[src/rtl/txint_pkg.sv]
package txint_pkg;

    localparam int FLAG_W = 8;

    // bit positions of the flag byte
    localparam int B_DONE  = 7;
    localparam int B_CRYPT = 6;
    localparam int B_AIR   = 5;
    localparam int B_NOACK = 4;
    localparam int B_CSMA  = 3;
    localparam int B_SIZE  = 2;
    localparam int B_OVF   = 1;
    localparam int B_PARSE = 0;

    typedef logic [FLAG_W-1:0] flags_t;

    typedef struct packed {
        flags_t flags;
    } stat_state_t;

endpackage

[src/rtl/txint_len_check.sv]
module txint_len_check #(
    parameter int LEN_W   = 8,
    parameter int MAX_LEN = 127
) (
    input  logic             start,
    input  logic [LEN_W-1:0] len,
    output logic             bad
);
    localparam logic [LEN_W-1:0] MAX_V = LEN_W'(MAX_LEN);

    logic is_zero;
    logic too_big;

    always_comb begin
        is_zero = (len == '0);
        too_big = (len > MAX_V);
        bad     = start && (is_zero || too_big);
    end
endmodule

[src/rtl/txint_limit_cnt.sv]
module txint_limit_cnt #(
    parameter int LIM_W  = 4,
    parameter bit STRICT = 1'b1
) (
    input  logic             clk,
    input  logic             rst_n,
    input  logic             clr,
    input  logic             rewind,
    input  logic             gate,
    input  logic             step,
    input  logic [LIM_W-1:0] limit,
    output logic             hit
);
    localparam int CNT_W = LIM_W + 1;

    typedef struct packed {
        logic [CNT_W-1:0] cnt;
    } cnt_state_t;

    cnt_state_t st_d, st_q;
    logic [CNT_W-1:0] nxt;
    logic [CNT_W-1:0] lim_ext;
    logic             reached;

    assign nxt     = st_q.cnt + CNT_W'(1);
    assign lim_ext = {1'b0, limit};

    generate
        if (STRICT) begin : g_strict
            // the event numbered limit+1 is the failing one
            assign reached = (nxt > lim_ext);
        end else begin : g_inclusive
            // the event numbered limit (at least one) is the failing one
            assign reached = (nxt >= lim_ext);
        end
    endgenerate

    always_comb begin
        st_d = st_q;
        hit  = 1'b0;
        if (clr || rewind) begin
            st_d.cnt = '0;
        end else if (gate && step) begin
            if (reached) begin
                hit      = 1'b1;
                st_d.cnt = '0;
            end else begin
                st_d.cnt = nxt;
            end
        end
    end

    always_ff @(posedge clk or negedge rst_n) begin
        if (!rst_n) st_q <= '0;
        else        st_q <= st_d;
    end
endmodule

[src/rtl/txint_status.sv]
module txint_status
    import txint_pkg::*;
#(
    parameter int LEN_W   = 8,
    parameter int MAX_LEN = 127,
    parameter int RETRY_W = 4,
    parameter int BUSY_W  = 3
) (
    input  logic               clk,
    input  logic               rst_n,
    input  logic               ev_done,
    input  logic               ev_crypt_done,
    input  logic               ev_air_start,
    input  logic               ev_parse_err,
    input  logic               tx_start,
    input  logic [LEN_W-1:0]   tx_len,
    input  logic               txbuf_wr,
    input  logic               txbuf_empty,
    input  logic               ack_req,
    input  logic               ack_timeout,
    input  logic               ack_rcvd,
    input  logic [RETRY_W-1:0] retry_limit,
    input  logic               csma_en,
    input  logic               cca_busy,
    input  logic               csma_ok,
    input  logic [BUSY_W-1:0]  busy_limit,
    input  logic               host_rd,
    input  logic               host_wr,
    input  logic [FLAG_W-1:0]  wr_data,
    input  logic [FLAG_W-1:0]  irq_en,
    output logic [FLAG_W-1:0]  rd_data,
    output logic               irq
);
    stat_state_t st_d, st_q;
    flags_t      set_vec;
    flags_t      base;
    logic        size_bad;
    logic        noack_hit;
    logic        busy_hit;

    txint_len_check #(
        .LEN_W   (LEN_W),
        .MAX_LEN (MAX_LEN)
    ) u_len (
        .start (tx_start),
        .len   (tx_len),
        .bad   (size_bad)
    );

    txint_limit_cnt #(
        .LIM_W  (RETRY_W),
        .STRICT (1'b1)
    ) u_retry (
        .clk    (clk),
        .rst_n  (rst_n),
        .clr    (tx_start),
        .rewind (ack_rcvd),
        .gate   (ack_req),
        .step   (ack_timeout),
        .limit  (retry_limit),
        .hit    (noack_hit)
    );

    txint_limit_cnt #(
        .LIM_W  (BUSY_W),
        .STRICT (1'b0)
    ) u_busy (
        .clk    (clk),
        .rst_n  (rst_n),
        .clr    (tx_start),
        .rewind (csma_ok),
        .gate   (csma_en),
        .step   (cca_busy),
        .limit  (busy_limit),
        .hit    (busy_hit)
    );

    always_comb begin
        set_vec          = '0;
        set_vec[B_DONE]  = ev_done;
        set_vec[B_CRYPT] = ev_crypt_done;
        set_vec[B_AIR]   = ev_air_start;
        set_vec[B_NOACK] = noack_hit;
        set_vec[B_CSMA]  = busy_hit;
        set_vec[B_SIZE]  = size_bad;
        set_vec[B_OVF]   = txbuf_wr && !txbuf_empty;
        set_vec[B_PARSE] = ev_parse_err;

        // write beats read-clear; hardware sets beat both
        if (host_wr)      base = wr_data;
        else if (host_rd) base = '0;
        else              base = st_q.flags;

        st_d       = st_q;
        st_d.flags = base | set_vec;
    end

    always_ff @(posedge clk or negedge rst_n) begin
        if (!rst_n) st_q <= '0;
        else        st_q <= st_d;
    end

    assign rd_data = st_q.flags;
    assign irq     = |(st_q.flags & irq_en);
endmodule


[config.mk]
export PLATFORM = sky130hd
export DESIGN_NAME = txint_status
export DESIGN_NICKNAME = d
export VERILOG_FILES = /design/src/rtl/txint_pkg.sv /design/src/rtl/txint_len_check.sv /design/src/rtl/txint_limit_cnt.sv /design/src/rtl/txint_status.sv
export SDC_FILE = /design/constraint.sdc
export NUM_CORES = 1
export LEC_CHECK = 0
export BUFFER_PORTS_ARGS = -buffer_cell sky130_fd_sc_hd__buf_2
export CAP_MARGIN = 20
export CORE_ASPECT_RATIO = 1.5
export CORE_MARGIN = 2
export CORE_UTILIZATION = 42
export CTS_BUF_LIST = sky130_fd_sc_hd__clkbuf_4
export CTS_CLUSTER_SIZE = 8
export DETAILED_ROUTE_END_ITERATION = 16
export GPL_ROUTABILITY_DRIVEN = 0
export PLACE_DENSITY = 0.78
export SLEW_MARGIN = 20
export SYNTH_ARGS = -nofsm -noshare
export SYNTH_HDL_FRONTEND = slang
export SYNTH_HIERARCHICAL = 1
export SYNTH_SLANG_ARGS = --single-unit
[constraint.sdc]
create_clock -name clk -period 1.9 [get_ports clk]
set_clock_uncertainty 0.1 [all_clocks]
set_input_delay 0 -clock clk [delete_from_list [all_inputs] [get_ports clk]]
set_output_delay 0 -clock clk [all_outputs]
set_load 0.01 [all_outputs]
# ---- After elaboration in Yosys (flattened, before gate mapping)
# Cells that the tools add are included.
dict set report op_classes {
  eq_ne 0
  n_div 0
  mul 0
  bitwise_logic 2
  shifts 0
  n_addsub 2
  n_mux 14
  n_reduce_logical 12
  order_cmp 3
}
# op count
set op_table {}
lappend op_table {{8-bit 2-to-1 mux} 2}
lappend op_table {{5-bit 2-to-1 mux} 3}
lappend op_table {{4-bit 2-to-1 mux} 3}
lappend op_table {{8-bit bitwise AND} 1}
lappend op_table {{8-bit by 7-bit greater-than comparator with 1-bit output, second input constant} 1}
lappend op_table {{8-bit logical NOT} 1}
lappend op_table {{8-bit OR} 1}
lappend op_table {{8-bit OR reduction} 1}
lappend op_table {{1-bit 2-to-1 mux} 6}
lappend op_table {{5-bit by 1-bit adder with 5-bit output, second input constant} 1}
lappend op_table {{5-bit by 4-bit greater-than comparator with 1-bit output} 1}
lappend op_table {{4-bit by 1-bit adder with 4-bit output, second input constant} 1}
lappend op_table {{4-bit by 3-bit greater-or-equal comparator with 1-bit output} 1}
lappend op_table {{1-bit logical AND} 4}
lappend op_table {{2-bit nonzero test} 2}
lappend op_table {{1-bit logical OR} 3}
lappend op_table {{1-bit logical NOT} 1}
dict set report word_totals {
  rom_bits 0
  ramBits 0
  reg_bits 17
  mem_count 0
  word_cells 36
  in_bits 48
  latchBits 0
}

# ---- Longest topological paths before layout
# Gate-level depths: netlist of the first run.
dict set report depth {
  depth_word 6
  depth_mapped 9
  depth_no_buf 9
}

# ---- Cells and area by module
# The synthesis of the first run kept the hierarchy.
# module area_per_inst_um2 cells_per_inst instances
set modules_own_cells {}
lappend modules_own_cells {{txint_limit_cnt (u_retry)} 404.1 42 1}
lappend modules_own_cells {txint_status 351.6 26 1}
lappend modules_own_cells {{txint_limit_cnt (u_busy)} 314.1 31 1}
lappend modules_own_cells {txint_len_check 30.0 3 1}

# ---- Least setup slack after synthesis of the first run
# Ideal clock, no wire load.
dict set report synth_path {
  path_type {register to register}
  start {register u_retry/st_q[0] in the netlist's numbering}
  end {register u_retry/st_q[0] in the netlist's numbering}
  setup_slack_ns -0.134
  stages_incl_launch_ff 8
  arrival_time_ns 1.860
  setup_time_ns 0.074
  t_required_ns 1.726
  synth_period_minus_slack_ns 2.034
  path_cell_list {dfrtp_1 ha_1 ha_1 nor2b_4 o211ai_2 a21oi_2 or3_4 o21ai_2}
}
dict set report synth_between {
  elab_chain_len 5
}
# item line_no
set synth_lines {}
lappend synth_lines {{start: declaration} txint_limit_cnt.sv:20} ;# cnt_state_t st_d, st_q;
lappend synth_lines {{start signal: assignment} txint_limit_cnt.sv:55} ;# else st_q <= st_d;
lappend synth_lines {{5-bit by 1-bit adder with 5-bit output *} txint_limit_cnt.sv:25} ;# assign nxt = st_q.cnt + CNT_W'(1);
lappend synth_lines {{5-bit by 4-bit greater-than comparator with 1-bit output} txint_limit_cnt.sv:31} ;# assign reached = (nxt > lim_ext);
lappend synth_lines {{5-bit 2-to-1 mux *} txint_limit_cnt.sv:44} ;# if (reached) begin
lappend synth_lines {{5-bit 2-to-1 mux *} txint_limit_cnt.sv:43} ;# end else if (gate && step) begin
lappend synth_lines {{5-bit 2-to-1 mux *} txint_limit_cnt.sv:41} ;# if (clr || rewind) begin
# Mark *: on every way between the ends. The rest lies on a longest branch, timed or not. The select of a mux whose other input is x is not followed.
# A chain may end at the register's enable or synchronous reset.

# ---- Worst setup path after layout of the first run
dict set report layout_path {
  start {register u_retry/st_q[1] in the netlist's numbering}
  end {register u_retry/st_q[1] in the netlist's numbering}
}
# The elaborated chain is that of the path after synthesis.

==> impl_results.md, run 1 <==
- Worst path bufs/invs: 0
- I/O pins: 57
- Sequential element share of the synthesized area: 0.387
- RSZ-0062 raised after global routing: yes
- Worst hold start: ack_timeout
- Hold WC Path Type: input port to flop
- Clock-pin slew on the worst setup and hold paths: around 90 ps
- Switch share: 0.276
- Status: finished, violations left
- CTS H-Tree Depth: 1
- Leak: a little under 0.9 nW
- Detailed Place HPWL: 2330 µm
- Clk sinks: 17
- Clk root buf: clkbuf_4
- Layout cell share with drive strength beyond 1: 0.487
- # diodes: 0
- Most area-consuming cells after synthesis: dfrtp_1 (39%), ha_1 (10%), a221o_1 (6.4%), o21ai_2 (3.2%), a22oi_1 (2.7%)
- Starting density of the core: 0.444
- CP Class: flop to flop
- TritonCTS Buffers: 3
- Initial drt markers: about 40
- Crit path setup slack, layout: -126 ps
- Vias per std cell: about 5.4
- Max Freq: about 490 MHz
- Most frequent cells in the layout: buf_2 (56), dlygate4sd3_1 (22), dfrtp_1 (17)
- Yosys top cell area share: 0.387
- Final setup TNS: -701 ps
- Net Sw Power: 0.000228 W
- Yosys top cell by area: dfrtp_1
- Vias: ~1200
- Die area: between 3000 and 4000 µm²
- Die Ht: 66.7 µm
- Post-Syn Area: between 1000 and 1500 µm²
- Vias in the first global route: between 1000 and 1500
- Initial antenna violation count: 0
- YS warnings: 6
- Post-synth EDFFs: 0
- Hold Vio Cnt, Final: 0
- Delay-heaviest family, CP: simple AND/OR/NAND/NOR gates
- Total grt overflow: 0
- Power per cell area: ~460 nW/µm²
- GRT Util Overall: 0.242
- Arr. time, crit path: between 2000 and 2500 ps
- Failing checks: setup timing
- Asr flop ratio synth: 1.00
- FF+latch area: around 430 µm²
- Critical path cell sequence: ha_2, xor2_1, ha_1, and4_1, a21oi_2, or3_4, o21ai_2
- Avg Cell Area, Syn: around 11 µm²
- Rel. slew slack: 0.578
- FP Rows: 22
- Commonest non-fill, non-tap cell in the layout: buf_2
- Fin util: 0.727
- Worst path required time: ~2000 ps
- Yosys reg bits: 17
- Worst flop-to-flop path startpoint: u_retry/st_q[1]
- Worst Path Max Fanout: 4
- Non-Filler Instances: roughly 220
- Post-synth cell types: 38
- TritonRoute pass-1 iters: 4
- Clock share of power: 0.263
- Critical path's largest stage delay: between 400 and 500 ps
- Final Hold Slack: ~25 ps
- Logic pwr share: 0.265
- NumNets Final: 253
- Die Width: 45.8 µm
- Slew Limit Fails: 0
- First-pass GRT wire length: about 5300 µm
- Clk_lat worst skew: about 300 ps
- Fillcell total: around 170
- Routed wire length: around 3500 µm
- Final min period: roughly 2000 ps
- Syn-to-layout area delta: 63.8%
- Internal: 0.000599 W
- Final setup violation count: 7
- Placed Cells: roughly 190
- Setup crit start kind: flop
- Maximum root-to-sink buffer count: 2
- Core area: 2480 µm²
- Largest net degree at the start of global routing: 18
- Residual DRC count: 0
- Max VDD drop: around 340 µV
- Fin crit share: 1.07
- Overall power: about 0.00083 W
- Slew @ Worst Pin: ~630 ps
- Avg WL per Cell: 16.1 µm
- Worst Setup SP: u_retry/st_q[1]
- Ys flop type: dfrtp_1
- Net Count, Synth: about 160
- Post-route ant nets: 0
- Cells after Synth: 102
- Max-Cap Viols: 0
- CTS tree: yes
- CP endpoint kind: flop
- IO Port Bufs: 56
- Reg power frac: 0.471
- CP max-delay cell: dfrtp_1
- Area of the multi-input gates: approximately 700 µm²
[power groups by stage]
| stage | combinational (W) | clock [W] | sequential [W] |
|---|---|---|---|
| 6_report | 0.000219 | 0.000218 | 0.000390 |
| 4_1_cts | 0.000214 | 0.000215 | 0.000389 |
| 5_1_grt | 0.000240 | 0.000231 | 0.000392 |
| 3_3_place_gp | 0.000160 | 0 | 0.000395 |
| 3_5_place_dp | 0.000168 | 0 | 0.000396 |
| 2_1_floorplan | 0.0000679 | 0 | 0.000402 |
[metal layers]
metal	routed length, µm	vias to the layer above	GRT usage
met5	0	-	0
met4	89	0	0.0893
met3	184	13	0.0515
met2	1970	51	0.438
met1	1280	551	0.262
li1	-	575	-
[cell usage after synthesis (2+ instances only)]
master and instances:
a221o_1 7, nor2_1 3, xor2_1 3, nand2_1 7
dfrtp_1 17, nand2b_1 3, nand4_1 3, inv_1 8
nand3_1 5, o21ai_2 4, a22oi_1 4, ha_1 9
and2_1 2, a21oi_1 2, a211oi_1 2
[timing repair]
| action | CTS | global route |
|---|---|---|
| setup buffers | 2 | 2 |
| hold buffers | 22 | 0 |
| pin swaps | 1 | 3 |
| cloned | 0 | 0 |
| hold endpoints to repair | 33 | 0 |
| resized for setup | 5 | 3 |
| endpoints found under the setup margin | 8 | 9 |
[path summary, 6_finish.rpt]
kind | end | slack, ps | depth (start not counted)
worst max-delay path | u_retry/st_q[1] | -130 | 7
worst min-delay path | u_retry/st_q[0] | 20 | 4
worst max register to register | u_retry/st_q[1] | -130 | 7
worst min register to register | u_busy/st_q[3] | 460 | 1
max in group asynchronous | u_retry/st_q[3] | 1340 | 2
min in group asynchronous | rd_data[3] | 70 | 2
[worst min-delay path: cells and delay by family]
kind            cells  cell delay (ps)
buf+inv             1              100
simple gates        1               90
compound gates      2              190
[per-stage QoR]
step / setup slack (ps) / area, µm²
6_report: -126 / 1800
5_1_grt: -214 / 1800
4_1_cts: -135 / 1770
3_5_place_dp: -162 / 1480
3_3_place_gp: -75.2 / 1480
2_1_floorplan: -75.2 / 1120
[registers in the layout (all words and copies together) (netlist names)]
name	flops
rd_data	8
u_retry/st_q	5
u_busy/st_q	4
[cell families after synthesis]
logic type                 synth area share
buffers and inverters                0.0375
and+or+nand+nor                       0.187
muxes                               0.00910
xor gates and xnor gates             0.0467
AOI/OAI and AO/OA                     0.231
adders and majority gates             0.102
DFF                                   0.387
[area by class of cell]
class,count,area share
clock buffer,4,0.0167
inverter,8,0.0167
multi-input combinational,76,0.384
sequential,17,0.236
tap,24,0.0167
timing repair buffer,90,0.330
Note: power is estimated with default switching activity, not from simulation.
==> run 2, diff against run 1 <==
--- a/config.mk
+++ b/config.mk
@@ -9,12 +9,12 @@
 export CAP_MARGIN = 20
 export CORE_ASPECT_RATIO = 1.5
 export CORE_MARGIN = 2
-export CORE_UTILIZATION = 42
-export CTS_BUF_LIST = sky130_fd_sc_hd__clkbuf_4
+export CORE_UTILIZATION = 40
+export CTS_BUF_LIST = sky130_fd_sc_hd__clkbuf_16
 export CTS_CLUSTER_SIZE = 8
 export DETAILED_ROUTE_END_ITERATION = 16
 export GPL_ROUTABILITY_DRIVEN = 0
-export PLACE_DENSITY = 0.78
+export PLACE_DENSITY = 0.75
 export SLEW_MARGIN = 20
 export SYNTH_ARGS = -nofsm -noshare
 export SYNTH_HDL_FRONTEND = slang
==> impl_results.md, run 2 (synthesized netlist as in run 1, its figures left out) <==
- Rel. slew slack: 0.610 (was 0.578)
- Hold WC Path Type: input port to flop (unchanged)
- I/O pins: 57 (unchanged)
- Worst Path Max Fanout: 4 (unchanged)
- Layout cell share with drive strength beyond 1: 0.505 (was 0.487)
- CP endpoint kind: flop (unchanged)
- Die area: 3190 µm² (was 3050 µm²)
- Die Width: 46.8 µm (was 45.8 µm)
- Max-Cap Viols: 0 (unchanged)
- Initial drt markers: 29 (was 41)
- Die Ht: 68.2 µm (was 66.7 µm)
- Total grt overflow: 0 (unchanged)
- Leak: 0.886 nW (was 0.894 nW)
- Starting density of the core: 0.415 (was 0.444)
- Largest net degree at the start of global routing: 18 (unchanged)
- Clk sinks: 17 (unchanged)
- Clk root buf: clkbuf_16 (was clkbuf_4)
- Routed wire length: 3200 µm (was 3520 µm)
- FP Rows: 23 (was 22)
- Most frequent cells in the layout: buf_2 (56), dfrtp_1 (17), dlygate4sd3_1 (15) (was buf_2 (56), dlygate4sd3_1 (22), dfrtp_1 (17))
- Detailed Place HPWL: 2340 µm (was 2330 µm)
- Commonest non-fill, non-tap cell in the layout: buf_2 (unchanged)
- Residual DRC count: 0 (unchanged)
- Max Freq: 493 MHz (was 494 MHz)
- Critical path cell sequence: ha_2, xor2_1, ha_1, and4_1, a21oi_2, or3_4, o21ai_2 (unchanged)
- Overall power: 0.00102 W (was 0.000827 W)
- CP Class: flop to flop (unchanged)
- Final setup TNS: -641 ps (was -701 ps)
- Final Hold Slack: 2.61 ps (was 24.8 ps)
- Failing checks: setup timing (unchanged)
- Arr. time, crit path: 2100 ps (was 2150 ps)
- Worst path required time: 1970 ps (was 2030 ps)
- Placed Cells: 202 (was 189)
- Syn-to-layout area delta: 63.8% (unchanged)
- Max FFs per register: 8 (unchanged)
- Area after DPL: 1490 µm² (was 1480 µm²)
- Hold Vio Cnt, Final: 0 (unchanged)
- Non-Filler Instances: 225 (was 219)
- Clk_lat worst skew: 250 ps (was 300 ps)
- Max VDD drop: 400 µV (was 339 µV)
- Core area: 2650 µm² (was 2480 µm²)
- NumNets Final: 246 (was 253)
- Final min period: 2030 ps (about the same)
- CP max-delay cell: dfrtp_1 (unchanged)
- Clock-pin slew on the worst setup and hold paths: 60 ps (was 90 ps)
- Power per cell area: 567 nW/µm² (was 459 nW/µm²)
- Post-route ant nets: 0 (unchanged)
- Final setup violation count: 8 (was 7)
- Slew @ Worst Pin: 582 ps (was 629 ps)
- Initial antenna violation count: 0 (unchanged)
- TritonCTS Buffers: 3 (unchanged)
- Avg WL per Cell: 14.2 µm (was 16.1 µm)
- CTS H-Tree Depth: 1 (unchanged)
- Post-route cell area: 1800 µm² (unchanged)
- TritonRoute pass-1 iters: 4 (unchanged)
- RSZ-0062 raised after global routing: yes (unchanged)
- CTS tree: yes (unchanged)
- IO Port Bufs: 56 (unchanged)
- Fillcell total: 224 (was 171)
- Critical path's largest stage delay: 410 ps (was 420 ps)
- First-pass GRT wire length: 4930 µm (was 5280 µm)
- Status: finished, violations left (unchanged)
- GRT Util Overall: 0.215 (was 0.242)
- Vias per std cell: 5.11 (was 5.43)
- Vias: 1150 (was 1190)
- Fin crit share: 1.07 (about the same)
- Crit path setup slack, layout: -128 ps (was -126 ps)
- Vias in the first global route: 1195 (was 1251)
- Setup crit start kind: flop (unchanged)
- # diodes: 0 (unchanged)
- Maximum root-to-sink buffer count: 2 (unchanged)
- Slew Limit Fails: 0 (unchanged)
## run 2: cell count changes in the layout (fill, tap and decap cells not counted)
cell           delta
clkbuf_4          -4
clkbuf_16         +3
dlygate4sd3_1     -7
buf_6             +1
clkinv_2          +1
buf_4             -1
## run 2: layout make-up
class,count,area (µm²),share of cell area
flip-flops and latches,17,425,0.236
inverters,8,30.0,0.0167
clock inverters,1,5.00,0.00278
multi-input cells,76,692,0.384
well taps,37,46.3,0.0257
repair buffers,83,528,0.293
clock buffers,3,75.1,0.0417
## run 2: timing repair
| item | in CTS | in global routing |
|---|---|---|
| resized for setup | 0 | 9 |
| hold endpoints to repair | 28 | 0 |
| endpoints found under the setup margin | 7 | 9 |
| pin swaps | 2 | 7 |
| hold buffers | 15 | 0 |
| setup buffers | 3 | 1 |
| cloned | 0 | 0 |
## run 2: worst max-delay path: cells and delay by family (launching register included)
kind,cells,cell delay (ps)
compound gates,2,190
xor+xnor,1,150
fa+ha+maj,2,520
flops,1,410
simple gates,2,590
## run 2: path summary, 6_finish.rpt
| kind | end | startpoint | cells after the start | slack (ps) |
|---|---|---|---|---|
| max | u_retry/st_q[3] | u_retry/st_q[0] | 7 | -130 |
| max in group asynchronous | u_busy/st_q[0] | rst_n | 2 | 1300 |
| min in group asynchronous | rd_data[7] | rst_n | 2 | 110 |
| min reg2reg | u_retry/st_q[4] | u_retry/st_q[4] | 1 | 440 |
| min | rd_data[1] | txbuf_wr | 3 | 3 |
| max reg2reg | u_retry/st_q[3] | u_retry/st_q[0] | 7 | -130 |
## run 2: power by group
group | total (W) | internal, W | switching, W
Clock | 0.000426 | 0.000282 | 0.000145
Sequential | 0.000392 | 0.000378 | 0.0000140
Combinational | 0.000204 | 0.000117 | 0.0000873
## run 2: per-stage QoR
step | worst slack (ps) | util
2_1_floorplan | -75.2 | -
3_3_place_gp | -78.9 | 0.564
3_5_place_dp | -169 | 0.564
4_1_cts | -169 | 0.660
5_1_grt | -192 | 0.681
6_report | -128 | 0.681
## run 2: layer usage
metal | up-vias | global-route usage | part of all wire
li1 | 556 | - | -
met1 | 553 | 0.250 | 0.37
met2 | 35 | 0.387 | 0.58
met3 | 6 | 0.0237 | 0.035
met4 | 0 | 0.0799 | 0.015
met5 | - | 0 | 0
